### src/rtl/sio_fifo_pkg.sv
package sio_fifo_pkg;
  localparam int CTRL_W    = 32;
  localparam int SRST_BIT  = 15;
  localparam int RXL_LO    = 7;
  localparam int TXL_LO    = 3;
  localparam int TXCLR_BIT = 2;
  localparam int RXCLR_BIT = 1;
  localparam int CLREN_BIT = 0;

  typedef enum logic {DIR_TX = 1'b0, DIR_RX = 1'b1} dir_e;

  typedef struct packed {
    logic [1:0] rx_lvl;
    logic [1:0] tx_lvl;
    logic       tx_clr;
    logic       rx_clr;
    logic       clr_en;
  } ctrl_t;

  function automatic int rx_thresh(input logic [1:0] code);
    case (code)
      2'b00:   return 1;
      2'b01:   return 4;
      2'b10:   return 8;
      default: return 12;
    endcase
  endfunction

  // code 11 is disallowed for transmit; caller gates it
  function automatic int tx_thresh(input logic [1:0] code);
    case (code)
      2'b00:   return 1;
      2'b01:   return 4;
      default: return 8;
    endcase
  endfunction
endpackage

### src/rtl/sio_ctrl_reg.sv
module sio_ctrl_reg
  import sio_fifo_pkg::*;
#(
  parameter int SRST_CYCLES = 4
) (
  input  logic              clk_i,
  input  logic              rst_ni,
  input  logic              we_i,
  input  logic [CTRL_W-1:0] wdata_i,
  output ctrl_t             ctrl_o,
  output logic              busy_o,
  output logic [CTRL_W-1:0] rdata_o
);
  localparam int CNT_W = $clog2(SRST_CYCLES + 1);

  ctrl_t            ctrl_q;
  logic [CNT_W-1:0] cnt_q;

  assign busy_o = (cnt_q != '0);

  always_ff @(posedge clk_i or negedge rst_ni) begin
    if (!rst_ni) begin
      ctrl_q <= '0;
      cnt_q  <= '0;
    end else if (busy_o) begin
      cnt_q <= cnt_q - 1'b1;          // writes ignored while sequencing
    end else if (we_i) begin
      if (wdata_i[SRST_BIT]) begin
        ctrl_q <= '0;
        cnt_q  <= CNT_W'(SRST_CYCLES);
      end else begin
        ctrl_q.rx_lvl <= wdata_i[RXL_LO+1:RXL_LO];
        ctrl_q.tx_lvl <= wdata_i[TXL_LO+1:TXL_LO];
        ctrl_q.tx_clr <= wdata_i[TXCLR_BIT];
        ctrl_q.rx_clr <= wdata_i[RXCLR_BIT];
        ctrl_q.clr_en <= wdata_i[CLREN_BIT];
      end
    end
  end

  always_comb begin
    rdata_o                       = '0;
    rdata_o[SRST_BIT]             = busy_o;
    rdata_o[RXL_LO+1:RXL_LO]      = ctrl_q.rx_lvl;
    rdata_o[TXL_LO+1:TXL_LO]      = ctrl_q.tx_lvl;
    rdata_o[TXCLR_BIT]            = ctrl_q.tx_clr;
    rdata_o[RXCLR_BIT]            = ctrl_q.rx_clr;
    rdata_o[CLREN_BIT]            = ctrl_q.clr_en;
  end

  assign ctrl_o = ctrl_q;
endmodule

### src/rtl/sio_byte_fifo.sv
module sio_byte_fifo #(
  parameter int W     = 8,
  parameter int DEPTH = 16
) (
  input  logic                       clk_i,
  input  logic                       rst_ni,
  input  logic                       clr_i,
  input  logic                       push_i,
  input  logic [W-1:0]               din_i,
  input  logic                       pop_i,
  output logic [W-1:0]               dout_o,
  output logic [$clog2(DEPTH+1)-1:0] count_o,
  output logic                       empty_o,
  output logic                       full_o
);
  localparam int AW = (DEPTH > 1) ? $clog2(DEPTH) : 1;
  localparam int CW = $clog2(DEPTH + 1);

  logic [W-1:0]  mem [DEPTH];
  logic [AW-1:0] wr_ptr_q, rd_ptr_q;
  logic [CW-1:0] cnt_q;
  logic          push_ok, pop_ok;

  assign empty_o = (cnt_q == '0);
  assign full_o  = (cnt_q == CW'(DEPTH));
  assign push_ok = push_i && !full_o && !clr_i;
  assign pop_ok  = pop_i && !empty_o && !clr_i;

  function automatic logic [AW-1:0] nxt(input logic [AW-1:0] p);
    return (p == AW'(DEPTH - 1)) ? '0 : p + 1'b1;
  endfunction

  always_ff @(posedge clk_i) begin
    if (push_ok) mem[wr_ptr_q] <= din_i;
  end

  always_ff @(posedge clk_i or negedge rst_ni) begin
    if (!rst_ni) begin
      wr_ptr_q <= '0;
      rd_ptr_q <= '0;
      cnt_q    <= '0;
    end else if (clr_i) begin
      wr_ptr_q <= '0;
      rd_ptr_q <= '0;
      cnt_q    <= '0;
    end else begin
      if (push_ok) wr_ptr_q <= nxt(wr_ptr_q);
      if (pop_ok)  rd_ptr_q <= nxt(rd_ptr_q);
      case ({push_ok, pop_ok})
        2'b10:   cnt_q <= cnt_q + 1'b1;
        2'b01:   cnt_q <= cnt_q - 1'b1;
        default: cnt_q <= cnt_q;
      endcase
    end
  end

  assign dout_o  = mem[rd_ptr_q];
  assign count_o = cnt_q;
endmodule

### src/rtl/sio_req_gen.sv
module sio_req_gen
  import sio_fifo_pkg::*;
#(
  parameter int   DEPTH = 16,
  parameter dir_e DIR   = DIR_RX
) (
  input  logic [$clog2(DEPTH+1)-1:0] count_i,
  input  logic [1:0]                 code_i,
  output logic                       req_o
);
  generate
    if (DIR == DIR_TX) begin : g_tx
      int free;
      always_comb begin
        free  = DEPTH - int'(count_i);
        req_o = (code_i != 2'b11) && (free >= tx_thresh(code_i));
      end
    end else begin : g_rx
      always_comb req_o = int'(count_i) >= rx_thresh(code_i);
    end
  endgenerate
endmodule

### src/rtl/sio_fifo_ctrl.sv
module sio_fifo_ctrl
  import sio_fifo_pkg::*;
#(
  parameter int W           = 8,
  parameter int DEPTH       = 16,
  parameter int SRST_CYCLES = 4
) (
  input  logic        clk_i,
  input  logic        rst_ni,
  input  logic        reg_we_i,
  input  logic [31:0] reg_wdata_i,
  output logic [31:0] reg_rdata_o,
  input  logic        tx_wr_i,
  input  logic [7:0]  tx_wdata_i,
  input  logic        tx_rd_i,
  output logic [7:0]  tx_rdata_o,
  output logic        tx_empty_o,
  output logic        tx_full_o,
  input  logic        rx_wr_i,
  input  logic [7:0]  rx_wdata_i,
  input  logic        rx_rd_i,
  output logic [7:0]  rx_rdata_o,
  output logic        rx_empty_o,
  output logic        rx_full_o,
  output logic        tx_req_o,
  output logic        rx_req_o,
  output logic        chan_rst_o
);
  localparam int CW = $clog2(DEPTH + 1);

  ctrl_t         ctrl;
  logic          busy;
  logic          tx_clr_act, rx_clr_act;
  logic [CW-1:0] tx_cnt, rx_cnt;

  sio_ctrl_reg #(.SRST_CYCLES(SRST_CYCLES)) u_reg (
    .clk_i, .rst_ni, .we_i(reg_we_i), .wdata_i(reg_wdata_i),
    .ctrl_o(ctrl), .busy_o(busy), .rdata_o(reg_rdata_o)
  );

  assign tx_clr_act = ctrl.clr_en && ctrl.tx_clr;
  assign rx_clr_act = ctrl.clr_en && ctrl.rx_clr;
  assign chan_rst_o = busy;

  sio_byte_fifo #(.W(W), .DEPTH(DEPTH)) u_tx_fifo (
    .clk_i, .rst_ni, .clr_i(tx_clr_act), .push_i(tx_wr_i), .din_i(tx_wdata_i),
    .pop_i(tx_rd_i), .dout_o(tx_rdata_o), .count_o(tx_cnt),
    .empty_o(tx_empty_o), .full_o(tx_full_o)
  );

  sio_byte_fifo #(.W(W), .DEPTH(DEPTH)) u_rx_fifo (
    .clk_i, .rst_ni, .clr_i(rx_clr_act), .push_i(rx_wr_i), .din_i(rx_wdata_i),
    .pop_i(rx_rd_i), .dout_o(rx_rdata_o), .count_o(rx_cnt),
    .empty_o(rx_empty_o), .full_o(rx_full_o)
  );

  sio_req_gen #(.DEPTH(DEPTH), .DIR(DIR_TX)) u_tx_req (
    .count_i(tx_cnt), .code_i(ctrl.tx_lvl), .req_o(tx_req_o)
  );

  sio_req_gen #(.DEPTH(DEPTH), .DIR(DIR_RX)) u_rx_req (
    .count_i(rx_cnt), .code_i(ctrl.rx_lvl), .req_o(rx_req_o)
  );
endmodule

### config.mk
export PLATFORM = sky130hd
export DESIGN_NAME = sio_fifo_ctrl
export DESIGN_NICKNAME = d
export VERILOG_FILES = /design/src/rtl/sio_fifo_pkg.sv /design/src/rtl/sio_ctrl_reg.sv /design/src/rtl/sio_byte_fifo.sv /design/src/rtl/sio_req_gen.sv /design/src/rtl/sio_fifo_ctrl.sv
export SDC_FILE = /design/constraint.sdc
export NUM_CORES = 1
export LEC_CHECK = 0
export ABC_AREA = 1
export ABC_CLOCK_PERIOD_IN_PS = 3020
export BUFFER_PORTS_ARGS = -buffer_cell sky130_fd_sc_hd__buf_2
export CAP_MARGIN = 25
export CORE_ASPECT_RATIO = 1.1
export CORE_MARGIN = 3
export CORE_UTILIZATION = 48
export DETAILED_ROUTE_END_ITERATION = 7
export GPL_TIMING_DRIVEN = 0
export PLACE_DENSITY_LB_ADDON = 0.25
export RECOVER_POWER = 100
export SLEW_MARGIN = 40
export SYNTH_ARGS = -nofsm -noshare
export SYNTH_HDL_FRONTEND = slang
export SYNTH_SLANG_ARGS = --single-unit
### constraint.sdc
create_clock -name clk_i -period 3.02 [get_ports clk_i]
set_input_delay 0.604 -clock clk_i [delete_from_list [all_inputs] [get_ports clk_i]]
set_output_delay 0.604 -clock clk_i [all_outputs]
set_load 0.05 [all_outputs]
==> qor.csv, run 1 <==
stage,metric,value,unit
detailed_routing,Antenna Nets Post-Route,0,
global_route,global-route track usage on met1,26.10,%
power,Power Dens Cells,1052,nW/um^2
detailed_routing,mean number of vias per cell,5.402,
cts,CTS Buf Count,31,
sta,measured slew at the worst slew-check pin,1987,ps
power,Logic pwr share,42.2,%
synth,main combinational cell family by area after synthesis,simple AND/OR/NAND/NOR gates,
power,leak pwr,5.590,nW
power,internal power,9.055,mW
synth,register area share after synthesis,67.53,%
cts,Skew-Pair Late Insertion Delay,550,ps
sta,fmax,0.3395,GHz
sta,"Slew Viols, Final",46,
synth,Synth Area in Simple Gates,13.77,%
synth,Area contributors post-synth,"edfxtp_1 (60%), dfrtp_1 (7.1%), nor2_1 (5.5%)",
cts,hold buffers post-CTS,0,
power,sw power,6.419,mW
setup_path,WS Path Type,reg -> out,
power,Sequential Power Share,34.0,%
cts,"Reg clk slew, reported paths",60,ps
synth,ys flop type,edfxtp_1,
final_layout,layout cell share with drive strength beyond 1,14.57,%
setup_path,worst path arrival time,2340,ps
sta,Final Skew,18.54,ps
setup_path,data required time of the critical path,2420,ps
synth,mux cell area share after synthesis,0,%
place,routability congestion estimate,0.8392,
power,worst vdd ir,1029,uV
global_route,All-Layer GR Usage,20.96,%
synth,fraction of the mapped netlist area in adder cells,2.617,%
floorplanning,Top Ports,110,
final_layout,final net count,1326,
synth,Synth Register Bits,292,
floorplanning,core area,25640,sq um
final_layout,# fillers,2218,
setup_path,Worst R2R Start,u_tx_fifo.count_o[0],
cts,TritonCTS clock tree,yes,
sta,Final Hold Fails,0,
synth,synth cell count leaders,"edfxtp_1 (256), nor2_1 (186), nand2_1 (168)",
synth,count of cell types in the netlist,39,
synth,Post-Syn Area per Cell,11.32,sq um
cts,CTS Root Cell,clkbuf_16,
floorplanning,die area,28490,sq um
synth,Yosys top cell area share,60.45,%
place,IO Port Bufs,61,
power,clock power share,23.9,%
place,Post-Place Cell Area,13600,sq um
global_route,grt ovf,0,
detailed_routing,Iter 0 DRT Violations,584,
detailed_routing,wire length per cell,18.84,um
final_layout,Ant. Diodes,0,
synth,Synth warnings,0,
worst_hold_path,min-delay src,reg_wdata_i[8],
floorplanning,Initial Util,49.59,%
run_status,failing checks,"capacitance limit, slew limit",
final_layout,Finished Cell Area,14700,sq um
setup_path,Worst Path Max Fanout,10,
sta,crit path time final,2945,ps
synth,compound-gate portion of the synthesized area,10.19,%
cts,CTS sink count,292,
global_route,pin count of the biggest net entering global routing,37,
global_route,initial antenna violation count,0,
detailed_routing,"wirelength, routed",30440,um
sta,period utilization,97.52,%
setup_path,critical path launch point type,flop,
sta,Worst slew margin,-32.49,%
synth,Post-Syn Instances,1123,
global_route,met2 Use GR,36.15,%
detailed_routing,1st-pass router iterations,5,
run,Max Cap Violations,2,
floorplanning,DIE HEIGHT,176.7,um
synth,"count leader, synth",edfxtp_1,
setup_path,crit path from,u_tx_fifo.rd_ptr_q[0],
detailed_routing,drc violations,0,
place,post-DP HPWL,20600,um
final_layout,Layout area overhead,15.61,%
synth,xor and xnor area share after synthesis,0.5510,%
detailed_routing,routed via count,8730,
synth,Syn Std Cell Area,12720,sq um
floorplanning,Cell Rows,61,
cts,htree depth,1,
run_status,status,finished with violations,
global_route,first-pass GRT wire length,46240,um
synth,Post-synth EDFFs,256,
setup_path,CP endpoint kind,output pin,
power,Sw Share,41.48,%
worst_hold_path,Worst Hold Class,in -> reg,
sta,Total Neg Setup Slack,0,ps
global_route,global route hottest layer,met2,
synth,post-synth top area cell,edfxtp_1,
synth,fraction of registers with async set/reset,12.33,%
floorplanning,Die W,161.2,um
cts,CTS Buffer Depth,3,
global_route,vias in the first global route,8377,
global_route,met3 GRT Util,3.674,%
sta,final setup fails,0,
## cells by family (layout without fill, tap and decap cells)
logic type,count (synthesis),count (layout)
flip-flops,292,292
AND/OR/NAND/NOR,427,427
XOR/XNOR,8,8
AO/OA/AOI/OAI,228,228
other,1,24
buffers and inverters,141,265
adder cells (fa/ha/maj),26,26
## flip-flops by register name, summed over array words and instances, names as in the netlist
| register | flops |
|---|---|
| u_reg.cnt_q | 3 |
| u_rx_fifo.rd_ptr_q | 4 |
| u_rx_fifo.wr_ptr_q | 4 |
| u_tx_fifo.mem | 128 |
| u_rx_fifo.mem | 128 |
| u_tx_fifo.rd_ptr_q | 4 |
| u_rx_fifo.count_o | 5 |
| u_reg.ctrl_o | 7 |
| u_tx_fifo.count_o | 5 |
| u_tx_fifo.wr_ptr_q | 4 |
## stage by stage
step / setup slack (ps) / cells / total power, mW / hold WS [ps] / utilization [%]
global route: -12.35 / 1616 / 16.32 / 314.9 / 57.33
floorplan: 335.4 / 1146 / 9.671 / 308.4 / -
CTS: 3.105 / 1612 / 15.30 / 23.29 / 57.16
global placement: -39.28 / 1553 / 11.39 / 492.3 / 52.81
detailed placement: 162.2 / 1555 / 11.50 / 498.5 / 53.04
finish: 74.85 / 1616 / 15.47 / 324.6 / 57.33
## worst max-delay path, cell delays in order (launching register included)
cell and delay, ps:
dfrtp_2 450, clkbuf_1 350, o21ai_0 160, o21ai_0 310
nor2_1 70, o22ai_1 170, buf_2 290
## final cells by class
cell class              count  area [sq um]  area share [%]
flip-flops and latches    292          8591           58.43
multi-input cells         713          3588           24.41
clock buffers              42         847.1           5.761
plain buffers              69         460.4           3.132
well taps                 346         432.9           2.944
repair buffers             67         352.8           2.400
inverters                  71         274.0           1.864
clock inverters            16         156.4           1.064
## layout by cell type, fill, tap and decap left out, types with 4 or more instances in the layout
cell type and count:
edfxtp_1 256, nor2_1 181, nand2_1 170, o21ai_0 113, inv_1 63, nand3_1 47
clkbuf_1 41, buf_4 39, dfrtp_1 34, buf_2 32, o22ai_1 31, clkbuf_16 31
ha_1 25, conb_1 24, a21oi_1 21, o31ai_1 17, o21ai_1 16, clkbuf_4 14
clkbuf_2 12, nor2_2 9, o211ai_1 9, o2111ai_1 6, clkinv_1 6, clkinv_2 6
nand4_1 5, inv_2 5, buf_6 5, nor3_1 5, xnor2_1 4, nand2_2 4
o21ai_2 4, xor2_1 4
## power groups by stage
stage                     combinational (mW)  clock (mW)  sequential [mW]
after global routing                    7.10        3.90             5.31
after detailed placement                6.17           0             5.33
after CTS                               6.30        3.75             5.25
after global placement                  6.07           0             5.32
after floorplan                         4.32           0             5.35
final                                   6.52        3.70             5.25
## repair_timing
item / in CTS / in global routing
endpoints found under the setup margin: 16 / 26
pin swaps: 0 / 6
buffers inserted: 0 / 4
resized for setup: 20 / 53
## path summary, 6_finish.rpt
check | slack, ps | endpoint | depth (start not counted)
worst max-delay path | 70 | tx_rdata_o[3] | 6
worst min-delay path | 320 | u_reg.ctrl_o[6] | 3
worst max register to register | 270 | u_tx_fifo.mem[5][6] | 10
worst min register to register | 510 | u_reg.cnt_q[2] | 2
max in group asynchronous | 1110 | u_tx_fifo.count_o[2] | 1
min in group asynchronous | 620 | u_rx_fifo.wr_ptr_q[1] | 1
## metal layers
metal / up-vias / routed length (um)
met5: - / 0
met4: 0 / 1253
met3: 73 / 2076
met2: 329 / 15010
met1: 4165 / 12100
li1: 4163 / -
Power figures use the tool's default switching activity.
==> inputs of run 2 (changes only) <==
Settings changed: PLACE_DENSITY from default to 0.66, PLACE_DENSITY_LB_ADDON 0.25 to default.
==> run 2 against run 1 <==
  * The run still ends with capacitance limit, slew limit left
  * Core utilization fell by 0.21 points
  * Global-route usage rose by 0.17 points
  * Fmax fell by 1.9%
  * Worst hold slack got worse by 20 ps
  * Design area fell by 0.37%
  * Total power fell by 0.73%
  * Clock-buffer cell count fell by 1
  * Die area did not move
==> qor.csv, run 2 (synthesized netlist as in run 1, its figures left out) <==
stage,metric,value,unit
cts,"Reg clk slew, reported paths",60,ps
run_status,status,finished with violations,
detailed_routing,routed via count,8728,
cts,htree depth,1,
run,Max Cap Violations,1,
place,IO Port Bufs,61,
final_layout,most frequent cells in the layout,"edfxtp_1 (256), nor2_1 (178), nand2_1 (170)",
power,leak pwr,5.569,nW
place,routability congestion estimate,0.8539,
sta,Final Hold Fails,0,
sta,Worst slew margin,-32.95,%
power,Power Dens Cells,1049,nW/um^2
sta,period utilization,99.41,%
cts,CTS sink count,292,
floorplanning,Initial Util,49.59,%
detailed_routing,drc violations,0,
floorplanning,Top Ports,110,
power,Final Power,15.36,mW
cts,CTS Root Cell,clkbuf_16,
final_layout,Finished Cell Area,14650,sq um
cts,Skew-Pair Late Insertion Delay,550,ps
floorplanning,DIE HEIGHT,176.7,um
worst_hold_path,Worst Hold Class,in -> reg,
cts,TritonCTS clock tree,yes,
setup_path,worst path arrival time,2400,ps
cts,CTS Buffer Depth,3,
global_route,vias in the first global route,8388,
setup_path,crit path from,u_rx_fifo.rd_ptr_q[1],
power,clock power share,23.7,%
place,Post-Place Cell Area,13620,sq um
global_route,All-Layer GR Usage,21.13,%
final_layout,layout cell share with drive strength beyond 1,14.44,%
power,Sequential Power Share,34.2,%
place,Setup WS pre-CTS,161.6,ps
cts,CTS Buf Count,31,
floorplanning,die area,28490,sq um
detailed_routing,1st-pass router iterations,5,
run_status,failing checks,"capacitance limit, slew limit",
sta,Total Neg Setup Slack,0,ps
place,post-DP HPWL,20520,um
sta,fmax,0.3331,GHz
global_route,initial antenna violation count,0,
sta,crit path time final,3002,ps
power,internal power,8.940,mW
global_route,first-pass GRT wire length,46550,um
final_layout,Layout area overhead,15.18,%
sta,Final WS setup,17.91,ps
setup_path,Worst Path Max Fanout,10,
setup_path,CP endpoint kind,output pin,
floorplanning,Die W,161.2,um
global_route,pin count of the biggest net entering global routing,37,
sta,Final Skew,15.39,ps
detailed_routing,Antenna Nets Post-Route,0,
power,Logic pwr share,42.1,%
final_layout,post-layout util,57.12,%
final_layout,"most common cell after layout, fill and taps aside",edfxtp_1,
setup_path,Worst R2R Start,u_tx_fifo.count_o[0],
detailed_routing,wire length per cell,19.01,um
final_layout,Ant. Diodes,0,
sta,RSZ-0062 raised after global routing,true,
setup_path,data required time of the critical path,2420,ps
setup_path,WS Path Type,reg -> out,
power,Sw Share,41.80,%
power,worst vdd ir,917.1,uV
sta,final setup fails,0,
power,sw power,6.420,mW
detailed_routing,Iter 0 DRT Violations,979,
detailed_routing,"wirelength, routed",30660,um
worst_hold_path,min-delay src,reg_wdata_i[4],
final_layout,# fillers,2190,
final_layout,final net count,1325,
sta,measured slew at the worst slew-check pin,1994,ps
floorplanning,core area,25640,sq um
sta,"Slew Viols, Final",37,
global_route,grt ovf,0,
detailed_routing,mean number of vias per cell,5.411,
setup_path,critical path launch point type,flop,
floorplanning,Cell Rows,61,
==> run 2: cell types whose count changed in the layout (fill, tap and decap cells not counted), sizes merged <==
| cell | delta |
|---|---|
| bufinv | -1 |
| buf | -6 |
| clkinv | +1 |
| inv | -1 |
| clkbuf | +4 |
==> run 2: area by class of cell <==
type | instances | area [sq um] | area share (%)
clock buffers | 41 | 853.3 | 5.826
multi-input cells | 713 | 3583 | 24.46
inverters | 71 | 271.5 | 1.854
flip-flops and latches | 292 | 8591 | 58.65
plain buffers | 69 | 461.7 | 3.152
clock inverters | 15 | 121.4 | 0.8286
repair buffers | 66 | 332.8 | 2.272
well taps | 346 | 432.9 | 2.955
==> run 2: timing repair <==
item	in CTS	in global routing
resized for setup	19	46
hold endpoints to repair	0	0
hold buffers	0	0
setup endpoints to repair	16	25
buffers inserted	0	2
pin swaps	0	2
==> run 2: routing by layer <==
| metal | wire, um | global-route usage (%) |
|---|---|---|
| met5 | 0 | 0 |
| met2 | 15390 | 36.96 |
| met1 | 12260 | 26.94 |
| met4 | 1029 | 7.745 |
| met3 | 1974 | 3.066 |
==> run 2: power by group through the flow <==
stage / registers (mW) / clock network, mW / logic [mW]
after floorplan: 5.35 / 0 / 4.32
after global placement: 5.31 / 0 / 6.07
after detailed placement: 5.32 / 0 / 6.20
after CTS: 5.25 / 3.66 / 6.30
after global routing: 5.31 / 3.85 / 7.06
final: 5.26 / 3.63 / 6.47
==> run 2: final timing paths <==
| path | to | slack (ps) | cells after the start |
|---|---|---|---|
| worst max register to register | u_tx_fifo.mem[15][0] | 150 | 9 |
| min in group asynchronous | u_rx_fifo.wr_ptr_q[1] | 620 | 1 |
| worst min register to register | u_reg.cnt_q[2] | 510 | 2 |
| worst max-delay path | rx_rdata_o[4] | 20 | 6 |
| max in group asynchronous | u_tx_fifo.count_o[2] | 1090 | 1 |
| worst min-delay path | u_reg.ctrl_o[4] | 300 | 3 |
==> run 2: per-stage QoR <==
step                      hold slack, ps  cells
after floorplan                    308.4   1146
after global placement             492.3   1553
after detailed placement           499.5   1556
after CTS                          30.01   1611
after global routing               313.6   1613
final                              304.6   1613
==> run 2: worst max-delay path, cell delays in order (launching register included) <==
cell	delay [ps]
dfrtp_1	470
buf_2	320
o21ai_0	150
o211ai_1	330
o2111ai_1	190
o21ai_1	150
buf_4	230
==> inputs of run 3 (changes only) <==
Settings changed: PLACE_DENSITY 0.66 to default, PLACE_DENSITY_LB_ADDON from default to 0.08, SETUP_SLACK_MARGIN from default to 0.4.
==> run 3 against run 2 <==
  * The flow still finishes with violations (capacitance limit, slew limit)
  * Worst hold slack got worse by 13 ps
  * Register-to-register slack better by 110 ps
  * Fmax is 4.9% higher
  * Total power is 7.8% higher
  * Worst setup slack improved by 140 ps
  * Sequential cell count stayed put
  * Routed wire length up 4.9%
  * Core utilization grew 3.0 points
  * Highest routed layer unchanged
  * First-iteration DRC count decreased by 44%
  * Clock power is 2% lower
  * Clock-buffer cell count grew 4
  * Sequential power is essentially flat
==> qor.csv, run 3 (synthesized netlist as in run 1, its figures left out) <==
stage,metric,value,unit
sta,"Slew Viols, Final",37,
worst_hold_path,hold path depth,3,
floorplanning,Top Ports,110,
setup_path,worst path arrival time,2260,ps
setup_path,worst path cell trace,"buf_6, buf_16, o21ai_0, o22ai_2, nor2_1, o21ai_1, buf_6",
floorplanning,Cell Rows,61,
cts,CTS Root Cell,clkbuf_16,
setup_path,Worst path max stage delay,530,ps
cts,hold buffers post-CTS,0,
floorplanning,core area,25640,sq um
detailed_routing,mean number of vias per cell,5.345,
floorplanning,die area,28490,sq um
place,IO Port Bufs,61,
setup_path,"Slowest-stage cell, CP",dfrtp_2,
sta,crit path time final,2861,ps
sta,RSZ-0062 raised after global routing,true,
cts,CTS sink count,292,
global_route,pin count of the biggest net entering global routing,37,
worst_hold_path,min-delay src,reg_wdata_i[4],
final_layout,most frequent cells in the layout,"edfxtp_1 (256), nand2_1 (170), nor2_1 (168)",
sta,measured slew at the worst slew-check pin,1955,ps
setup_path,path depth of the worst reg2reg path,9,
cts,"Reg clk slew, reported paths",60,ps
place,Post-Place Cell Area,13630,sq um
setup_path,data required time of the critical path,2420,ps
final_layout,Layout area overhead,21.21,%
place,post-DP HPWL,21260,um
sta,Worst slew margin,-30.32,%
detailed_routing,1st-pass router iterations,5,
floorplanning,Initial Util,49.59,%
floorplanning,DIE HEIGHT,176.7,um
global_route,first-pass GRT wire length,48780,um
setup_path,Worst Path Max Fanout,8,
setup_path,"most used cell, CP",buf_6,
global_route,initial antenna violation count,0,
detailed_routing,Antenna Nets Post-Route,0,
final_layout,layout cell share with drive strength beyond 1,20.05,%
place,routability congestion estimate,0.8454,
cts,CTS Buf Count,30,
final_layout,Finished Cell Area,15410,sq um
setup_path,reg2reg setup slack,260,ps
setup_path,WS Path Type,reg -> out,
power,Power Dens Cells,1074,nW/um^2
setup_path,Worst R2R Start,u_tx_fifo.count_o[1],
global_route,All-Layer GR Usage,22.38,%
run_status,status,finished with violations,
final_layout,"most common cell after layout, fill and taps aside",edfxtp_1,
setup_path,CP endpoint kind,output pin,
cts,CTS Buffer Depth,3,
global_route,vias in the first global route,8604,
detailed_routing,Iter 0 DRT Violations,550,
worst_hold_path,Worst Hold Class,in -> reg,
setup_path,crit path buf inv count,3,
global_route,grt ovf,0,
run,Max Cap Violations,1,
worst_hold_path,Hold Path End,u_reg.ctrl_o[4],
setup_path,critical path launch point type,flop,
floorplanning,Die W,161.2,um
power,worst vdd ir,678.2,uV
sta,final setup fails,0,
detailed_routing,"wirelength, routed",32170,um
final_layout,final net count,1354,
detailed_routing,drc violations,0,
sta,period utilization,94.72,%
sta,Total Neg Setup Slack,0,ps
run_status,failing checks,"capacitance limit, slew limit",
cts,Skew-Pair Late Insertion Delay,570,ps
cts,TritonCTS clock tree,yes,
detailed_routing,wire length per cell,19.58,um
sta,fmax,0.3496,GHz
sta,Final Skew,21.44,ps
sta,Final Hold Fails,0,
cts,htree depth,1,
setup_path,"CP delay by family, top",compound AO/OA/AOI/OAI gates,
final_layout,Ant. Diodes,0,
setup_path,Critical R2R Capture,u_tx_fifo.mem[7][2],
power,leak pwr,5.876,nW
detailed_routing,routed via count,8782,
[run 3: metrics by stage]
| stage | setup slack [ps] | power [mW] | hold slack, ps | utilization, % | instances |
|---|---|---|---|---|---|
| after floorplan | 495.4 | 9.690 | 308.4 | - | 1146 |
| after global placement | -36.57 | 11.49 | 495.1 | 52.84 | 1553 |
| after detailed placement | 151.7 | 11.60 | 501.7 | 53.16 | 1557 |
| after CTS | 203.1 | 16.43 | 5.678 | 59.80 | 1635 |
| after global routing | 47.16 | 17.48 | 322.5 | 60.11 | 1643 |
| final | 159.5 | 16.56 | 291.9 | 60.11 | 1643 |
[run 3: area by class of cell]
| type | instances | area, sq um |
|---|---|---|
| fill | 2175 | 10230 |
| sequential | 292 | 8592 |
| multi-input combinational | 713 | 3814 |
| clock buffer | 45 | 868.3 |
| timing repair buffer | 94 | 673.1 |
| buffer | 70 | 659.4 |
| tap | 346 | 432.9 |
| inverter | 71 | 285.3 |
| clock inverter | 11 | 86.33 |
| timing repair inverter | 1 | 3.754 |
[run 3: worst min-delay path, stage by stage]
cell	delay, ps
buf_2	70
nand3_1	60
o21ai_0	60
[run 3: power breakdown]
group,total [mW],internal (mW),leakage (nW),switching [mW]
clock network,3.57,2.06,0.461,1.51
logic,7.73,2.70,2.66,5.03
registers,5.26,4.96,2.76,0.309
[run 3: worst max path at each step]
stage                     depth (start not counted)                    to             startpoint
after floorplan                                  15  u_tx_fifo.count_o[4]   u_tx_fifo.count_o[0]
after global placement                            8  u_tx_fifo.mem[15][1]   u_tx_fifo.count_o[0]
after detailed placement                         10  u_tx_fifo.mem[14][3]   u_tx_fifo.count_o[0]
after CTS                                        10         rx_rdata_o[2]  u_rx_fifo.rd_ptr_q[0]
after global routing                             10         rx_rdata_o[4]  u_rx_fifo.rd_ptr_q[0]
final                                             7         tx_rdata_o[0]  u_tx_fifo.rd_ptr_q[0]
[run 3: layer usage]
layer / up-vias / track usage (%) / share of wire, %
li1: 4218 / - / -
met1: 4288 / 26.75 / 39
met2: 199 / 40.90 / 52
met3: 77 / 2.972 / 4.1
met4: 0 / 9.143 / 4.3
met5: - / 0 / 0
[run 3: what timing repair did]
| item | 4_1_cts | 5_1_grt |
|---|---|---|
| setup buffers | 18 | 7 |
| gates resized for setup | 174 | 71 |
| hold endpoints to repair | 0 | 0 |
| gates cloned | 4 | 1 |
| setup endpoints to repair | 115 | 122 |
| pin swaps | 32 | 26 |
